`src/rtl/tsw_pkg.sv`:
```
package tsw_pkg;
  localparam int LUT_K = 4;
  localparam int TT_W  = 1 << LUT_K;
  localparam int TS_W  = 4;
endpackage

```
`src/rtl/tsw_input_reg.sv`:
```
module tsw_input_reg #(
  parameter int N_LINE = 8,
  parameter int TS_W   = 4,
  localparam int SEL_W = (N_LINE > 1) ? $clog2(N_LINE) : 1
) (
  input  logic              clk,
  input  logic              rst_n,
  input  logic [TS_W-1:0]   ts,
  input  logic [N_LINE-1:0] lines,
  input  logic [TS_W-1:0]   load_time,
  input  logic [SEL_W-1:0]  src_sel,
  output logic              q,
  output logic              loaded
);
  logic hit;
  logic picked;
  logic round_start;

  assign hit         = (ts == load_time);
  assign picked      = lines[src_sel];
  assign round_start = (ts == '0);

  always_ff @(posedge clk) begin
    if (!rst_n) begin
      q      <= 1'b0;
      loaded <= 1'b0;
    end else begin
      if (hit) q <= picked;
      loaded <= hit | (loaded & ~round_start);
    end
  end

  AST_HOLD_OFF_STEP: assert property (@(posedge clk) disable iff (!rst_n)
    !hit |=> $stable(q));
  AST_LOAD_ON_STEP: assert property (@(posedge clk) disable iff (!rst_n)
    hit |=> q == $past(lines[src_sel]));
  AST_FLAG_SET: assert property (@(posedge clk) disable iff (!rst_n)
    hit |=> loaded);
endmodule

```
`src/rtl/tsw_lut4.sv`:
```
module tsw_lut4
  import tsw_pkg::*;
#(
  parameter int N_LINE = 8,
  parameter int TS_W_P = TS_W,
  localparam int SEL_W = (N_LINE > 1) ? $clog2(N_LINE) : 1
) (
  input  logic                    clk,
  input  logic                    rst_n,
  input  logic [TS_W_P-1:0]       ts,
  input  logic [N_LINE-1:0]       lines,
  input  logic [LUT_K*TS_W_P-1:0] load_times,
  input  logic [LUT_K*SEL_W-1:0]  src_sels,
  input  logic [TT_W-1:0]         truth,
  output logic                    out,
  output logic                    valid
);
  logic [LUT_K-1:0] idx;
  logic [LUT_K-1:0] flags;
  logic [LUT_K-1:0] hits;

  for (genvar k = 0; k < LUT_K; k++) begin : g_in
    tsw_input_reg #(.N_LINE(N_LINE), .TS_W(TS_W_P)) u_reg (
      .clk       (clk),
      .rst_n     (rst_n),
      .ts        (ts),
      .lines     (lines),
      .load_time (load_times[k*TS_W_P +: TS_W_P]),
      .src_sel   (src_sels[k*SEL_W +: SEL_W]),
      .q         (idx[k]),
      .loaded    (flags[k])
    );
    assign hits[k] = (ts == load_times[k*TS_W_P +: TS_W_P]);
  end

  assign out   = truth[idx];
  assign valid = &flags;

  AST_ROSE_NEEDS_LOAD: assert property (@(posedge clk) disable iff (!rst_n)
    $rose(valid) |-> $past(|hits));
  AST_ROUND_CLEARS: assert property (@(posedge clk) disable iff (!rst_n)
    (ts == '0 && hits != {LUT_K{1'b1}}) |=> !valid);
endmodule

```
`src/rtl/tsw_lut_element.sv`:
```
module tsw_lut_element
  import tsw_pkg::*;
#(
  parameter int N_LUT  = 4,
  parameter int N_LINE = 8,
  localparam int SEL_W = (N_LINE > 1) ? $clog2(N_LINE) : 1,
  localparam int N_REG = N_LUT * LUT_K
) (
  input  logic                   clk,
  input  logic                   rst_n,
  input  logic [TS_W-1:0]        ts,
  input  logic [N_LINE-1:0]      in_lines,
  input  logic [N_REG*TS_W-1:0]  cfg_load_time,
  input  logic [N_REG*SEL_W-1:0] cfg_src_sel,
  input  logic [N_LUT*TT_W-1:0]  cfg_truth,
  output logic [N_LUT-1:0]       lut_out,
  output logic [N_LUT-1:0]       lut_valid
);
  for (genvar l = 0; l < N_LUT; l++) begin : g_lut
    tsw_lut4 #(.N_LINE(N_LINE), .TS_W_P(TS_W)) u_lut (
      .clk        (clk),
      .rst_n      (rst_n),
      .ts         (ts),
      .lines      (in_lines),
      .load_times (cfg_load_time[l*LUT_K*TS_W +: LUT_K*TS_W]),
      .src_sels   (cfg_src_sel[l*LUT_K*SEL_W +: LUT_K*SEL_W]),
      .truth      (cfg_truth[l*TT_W +: TT_W]),
      .out        (lut_out[l]),
      .valid      (lut_valid[l])
    );
  end

  AST_RESET_CLEAR: assert property (@(posedge clk)
    !rst_n |=> lut_valid == '0);
endmodule

```
`config.mk`:
```
export PLATFORM = sky130hd
export DESIGN_NAME = tsw_lut_element
export DESIGN_NICKNAME = d
export VERILOG_FILES = /design/src/rtl/tsw_pkg.sv /design/src/rtl/tsw_input_reg.sv /design/src/rtl/tsw_lut4.sv /design/src/rtl/tsw_lut_element.sv
export SDC_FILE = /design/constraint.sdc
export NUM_CORES = 1
export LEC_CHECK = 0
export ABC_AREA = 1
export BUFFER_PORTS_ARGS = -buffer_cell sky130_fd_sc_hd__buf_2
export CORE_ASPECT_RATIO = 1.2
export CORE_MARGIN = 2
export CORE_UTILIZATION = 45
export DETAILED_ROUTE_END_ITERATION = 7
export PLACE_DENSITY = 0.74
export SLEW_MARGIN = 20
export SYNTH_ARGS = -nofsm -noshare
export SYNTH_HDL_FRONTEND = slang
export SYNTH_HIERARCHICAL = 1
export SYNTH_SLANG_ARGS = --single-unit
```
`constraint.sdc`:
```
create_clock -name clk -period 2.1 [get_ports clk]
set_input_delay 0.42 -clock clk [delete_from_list [all_inputs] [get_ports clk]]
set_output_delay 0.42 -clock clk [all_outputs]
set_load 0.01 [all_outputs]
```
==> results.toml, run 1 <==
[clock_network]
cts_buffer_depth = 2
cts-resized-gates = 0
clk_root_buffer_cell = "clkbuf_16"
clk_pin_slew_ns = 0.05
cts.htree.levels = 2
postCtsSetupRepairBufs = 0
tritoncts = "done"
ctsHoldBuffers = 0
clock_latency_ns = 0.27
numCtsBuffers = 5
clock_sinks = 32

[drt]
drc = 0
via_per_inst = 4.49
finalWirelength_um = 14000
wl_per_cell_um = 10.2
dr.pass1.iters = 4
dr.first_iter.drc_count = 223
num_vias = 6133
antenna_left = 0

[synthesis]
yosysTopAreaCellShare_pct = 26.7
synth_cells = 1028
ys_seq_area_share_pct = 12.6
yosysUniqueCellTypes = 14
syn_nets = 1218
yosysWarningCount = 6
avgSynthCellArea_sq_um = 4.93
yosys.area.top_type = "nand2_1"
ys_ff_latch = 32
synthesis.area_sq_um = 5070
synthTopCellsByArea = "nand2_1, inv_1, nand3_1"

[grt]
grt_pass1_vias = 5754
grt_overflow = 0
track_usage_pct = 23.5
grt_pass1_wl_um = 23900
grt_max_degree = 33
antenna_found_initial = 0

[die]
die-area_sq_um = 12100
ios = 198
initial_core_util_pct = 46.2
fp-row-count = 42
die_w_um = 101
die_h_um = 120
core_area_sq_um = 11000

[place]
placedCellCount = 1357
place_congestion = 0.835
hpwl_um = 11000
port_buffers = 197
dpl_worst_slack_ns = 0.498

[cells_and_area]
drive_gt1_share_pct = 22.0
final_cell_mix = "nand2_1, inv_1, buf_2"
multi_input_area_sq_um = 3090
diodes = 0
layout_commonest_cell = "nand2_1"
nFillCells = 1228
fin_cells = 1365
final_nets = 1422
synthToLayoutAreaGrowth_pct = 26.3
seq_area_sq_um = 641

[critical_path]
crit_required_ns = 1.68
cp_max_fo = 10
cp-endpoint = "lut_out[3]"
cp.arrival_ns = 1.46
r2r-end = "g_lut[2].u_lut/g_in[0].u_reg/q"
crit_path_start = "g_lut[3].u_lut/g_in[0].u_reg/q"
end_kind = "output pin"
critical_path.startpoint_type = "flip-flop"
crit_type = "flip-flop to output pin"
r2r_start = "g_lut[2].u_lut/g_in[0].u_reg/q"
r2r_setup_slack_ns = 1.15
worstRegToRegCells = 2

[timing]
finClkSkew_ns = 0
setup_violations = 0
fmax_ghz = 0.532
period_share_pct = 89.6
worst_slew_pin_slew_ns = 0.485
fin_crit_ns = 1.88
final_hold_viol_count = 0
fin_ws_ns = 0.219
final_max_slew_viol_count = 0
rsz0062_at_grt = "no"
max_slew_margin_pct = 67.6
setup_tns_ns = 0

[outcome]
outcome = "complete, no violations"

[power]
leakagePower_nw = 4.25
vdd_drop_max_v = 0.000297
p_per_area_nw_per_um2 = 359

[hold_path]
hp-class = "flip-flop to flip-flop"

[run]
cap_violations = 0
## worst min-delay path by stage
| stage | from | to | cells after the start |
|---|---|---|---|
| finish | g_lut[0].u_lut/g_in[1].u_reg/loaded | g_lut[0].u_lut/g_in[1].u_reg/loaded | 2 |
| global route | g_lut[1].u_lut/g_in[3].u_reg/loaded | g_lut[1].u_lut/g_in[3].u_reg/loaded | 2 |
| CTS | g_lut[0].u_lut/g_in[1].u_reg/loaded | g_lut[0].u_lut/g_in[1].u_reg/loaded | 2 |
| detailed placement | g_lut[0].u_lut/g_in[1].u_reg/loaded | g_lut[0].u_lut/g_in[1].u_reg/loaded | 2 |
| global placement | g_lut[2].u_lut/g_in[1].u_reg/loaded | g_lut[2].u_lut/g_in[1].u_reg/loaded | 2 |
| floorplan | g_lut[0].u_lut/g_in[0].u_reg/loaded | g_lut[0].u_lut/g_in[0].u_reg/loaded | 2 |
## cell families (layout without fill, tap and decap cells)
kind of cell    Yosys count  count (layout)  synth area share (%)
flops                    32              32                  12.6
buf+inv                 340             545                  26.4
simple gates            576             576                  48.8
xor+xnor                 32              32                  5.53
compound gates           48              48                  6.71
## per-stage QoR
stage	power (W)	hold WS (ns)	utilization [%]	area (sq um)
2_1_floorplan	0.00118	0.442	-	5070
3_3_place_gp	0.00157	0.457	57.0	6260
3_5_place_dp	0.00158	0.457	57.0	6260
4_1_cts	0.00233	0.464	58.3	6400
5_1_grt	0.00250	0.484	58.3	6400
6_report	0.00230	0.461	58.3	6400
## worst max-delay path: stages (launching register included)
cell	delay [ns]
dfxtp_1	0.62
inv_8	0.08
nand2_2	0.07
nand3_1	0.06
nand3_1	0.10
nand3_1	0.08
nand2_1	0.07
buf_2	0.12
## per-layer routing
metal,track usage (%),share of wire (%),vias to the layer above
li1,-,-,3409
met1,27.9,44,2571
met5,0,0,-
met2,44.8,50,145
met4,4.65,0.72,0
met3,2.60,4.5,8
## report_power, final
part | switching, W | internal (W) | total [W]
clock network | 0.000257 | 0.000473 | 0.000730
registers | 0.0000238 | 0.000630 | 0.000654
logic | 0.000519 | 0.000396 | 0.000915
## cell usage after synthesis, drive strengths merged
master	instances
a21oi	32
buf	4
inv	336
xnor2	32
nor2	20
dfxtp	32
o31ai	16
nand3	176
nand2	380
## final cells by class
class	instances	area share, %
sequential	32	10.0
timing repair buffer	201	16.7
tap	132	2.58
clock buffer	8	2.29
multi-input combinational	656	48.3
inverter	336	20.2
## flip-flops by register name, indices dropped and copies added, names as in the netlist
name and cells:
g_lut.u_lut/g_in.u_reg/loaded 16, g_lut.u_lut/g_in.u_reg/q 16
No activity file was read; power rests on OpenSTA's default activity.
==> run 2: changes to the inputs <==
--- a/config.mk
+++ b/config.mk
@@ -10,6 +10,7 @@
 export CORE_ASPECT_RATIO = 1.2
 export CORE_MARGIN = 2
 export CORE_UTILIZATION = 45
+export CTS_BUF_LIST = sky130_fd_sc_hd__clkbuf_4
 export DETAILED_ROUTE_END_ITERATION = 7
 export PLACE_DENSITY = 0.74
 export SLEW_MARGIN = 20
==> run 2 against run 1 <==
Against the previous run:
- highest routed layer unchanged
- sequential share of layout area increased by 0.21 points
- clock skew unchanged
- maximum frequency increased by 4.6%
==> results.toml, run 2 (synthesis gave the netlist of run 1 again) <==
[critical_path]
end_kind = "output pin"
crit_required_ns = 1.68
critical_path.startpoint_type = "flip-flop"
r2r_start = "g_lut[2].u_lut/g_in[0].u_reg/q"
cp_max_fo = 10
cp.arrival_ns = 1.38
crit_path_start = "g_lut[3].u_lut/g_in[0].u_reg/q"
crit_type = "flip-flop to output pin"

[clock_network]
clock_sinks = 32
cts_buffer_depth = 2
cts-resized-gates = 0
numCtsBuffers = 5
postCtsSetupRepairBufs = 0
clock_latency_ns = 0.32
cts.htree.levels = 2
tritoncts = "done"
ctsHoldBuffers = 0
clk_pin_slew_ns = 0.11
clk_root_buffer_cell = "clkbuf_4"

[power]
pwr-share-comb_pct = 47.0
vdd_drop_max_v = 0.000262
pwr-share-clk_pct = 19.3
p_per_area_nw_per_um2 = 307
intPower_w = 0.00118
leakagePower_nw = 4.22
swShare_pct = 39.2
p_switching_w = 0.000762
p_seq_share_pct = 33.6

[die]
initial_core_util_pct = 46.2
ios = 198
core_area_sq_um = 11000
die-area_sq_um = 12100
fp-row-count = 42
die_w_um = 101
die_h_um = 120

[grt]
grt_overflow = 0
grt_pass1_vias = 5746
grt_pass1_wl_um = 23900
antenna_found_initial = 0
track_usage_pct = 23.5
grt_max_degree = 33

[hold_path]
hp-start = "cfg_src_sel[38]"
hp-class = "input port to flip-flop"

[cells_and_area]
postLayoutCoreUtil_pct = 57.5
layout_commonest_cell = "nand2_1"
final_cell_mix = "nand2_1, inv_1, buf_2"
top_regs = "g_lut.u_lut/g_in.u_reg/loaded (16), g_lut.u_lut/g_in.u_reg/q (16)"
seq_area_sq_um = 646
multi_input_area_sq_um = 3090
synthToLayoutAreaGrowth_pct = 24.6
nFillCells = 1232
diodes = 0
final_nets = 1422
drive_gt1_share_pct = 22.4

[drt]
antenna_left = 0
drc = 0
dr.first_iter.drc_count = 220
finalWirelength_um = 14000
num_vias = 6128
via_per_inst = 4.49
wl_per_cell_um = 10.2
dr.pass1.iters = 4

[timing]
setup_violations = 0
setup_tns_ns = 0
worst_slew_pin_slew_ns = 0.395
final_max_slew_viol_count = 0
fmax_ghz = 0.556
period_share_pct = 85.6
rsz0062_at_grt = "no"
fin_crit_ns = 1.80
max_slew_margin_pct = 73.7
final_hold_viol_count = 0
finClkSkew_ns = 0

[place]
hpwl_um = 11000
port_buffers = 197
place_congestion = 0.835

[run]
cap_violations = 0

[outcome]
outcome = "complete, no violations"
[run 2: final cells by class]
class / instances / area share, %
clock inverter: 1 / 0.0594
multi-input combinational: 656 / 49.0
sequential: 32 / 10.2
timing repair buffer: 201 / 16.9
inverter: 336 / 20.4
tap: 132 / 2.61
clock buffer: 7 / 0.832
[run 2: final timing paths]
kind | end | slack, ns | cells after the start
max | lut_out[3] | 0.30 | 7
min | g_lut[3].u_lut/g_in[0].u_reg/q | 0.43 | 4
max reg2reg | g_lut[2].u_lut/g_in[0].u_reg/q | 1.30 | 2
min reg2reg | g_lut[0].u_lut/g_in[1].u_reg/loaded | 0.47 | 2
[run 2: layer usage]
| metal | routed length (um) | global-route usage [%] | share of wire, % | vias up |
|---|---|---|---|---|
| met5 | 0 | 0 | 0 | - |
| met4 | 103 | 4.90 | 0.74 | 0 |
| met3 | 678 | 2.77 | 4.9 | 8 |
| met2 | 7020 | 44.7 | 50 | 151 |
| met1 | 6150 | 27.9 | 44 | 2557 |
| li1 | - | - | - | 3412 |
[run 2: power groups by stage]
stage	registers (W)	logic (W)	clock network, W
after CTS	0.000653	0.000920	0.000396
after detailed placement	0.000666	0.000916	0
after global placement	0.000666	0.000907	0
after global routing	0.000657	0.00106	0.000422
after floorplan	0.000654	0.000530	0
final	0.000653	0.000913	0.000375
[run 2: critical path: stages (launching register included)]
cell,delay [ns]
dfxtp_2,0.50
inv_8,0.07
nand2_2,0.06
nand3_1,0.06
nand3_1,0.10
nand3_1,0.08
nand2_1,0.07
buf_2,0.12
[run 2: stage by stage]
| step | setup slack (ns) | hold slack, ns | total power, W | cells | instance area, sq um |
|---|---|---|---|---|---|
| floorplan | 0.837 | 0.442 | 0.00118 | 1028 | 5070 |
| global placement | 0.501 | 0.457 | 0.00157 | 1357 | 6260 |
| detailed placement | 0.498 | 0.457 | 0.00158 | 1357 | 6260 |
| CTS | 0.118 | 0.413 | 0.00197 | 1365 | 6310 |
| global route | 0.141 | 0.425 | 0.00214 | 1365 | 6320 |
| finish | 0.302 | 0.425 | 0.00194 | 1365 | 6320 |
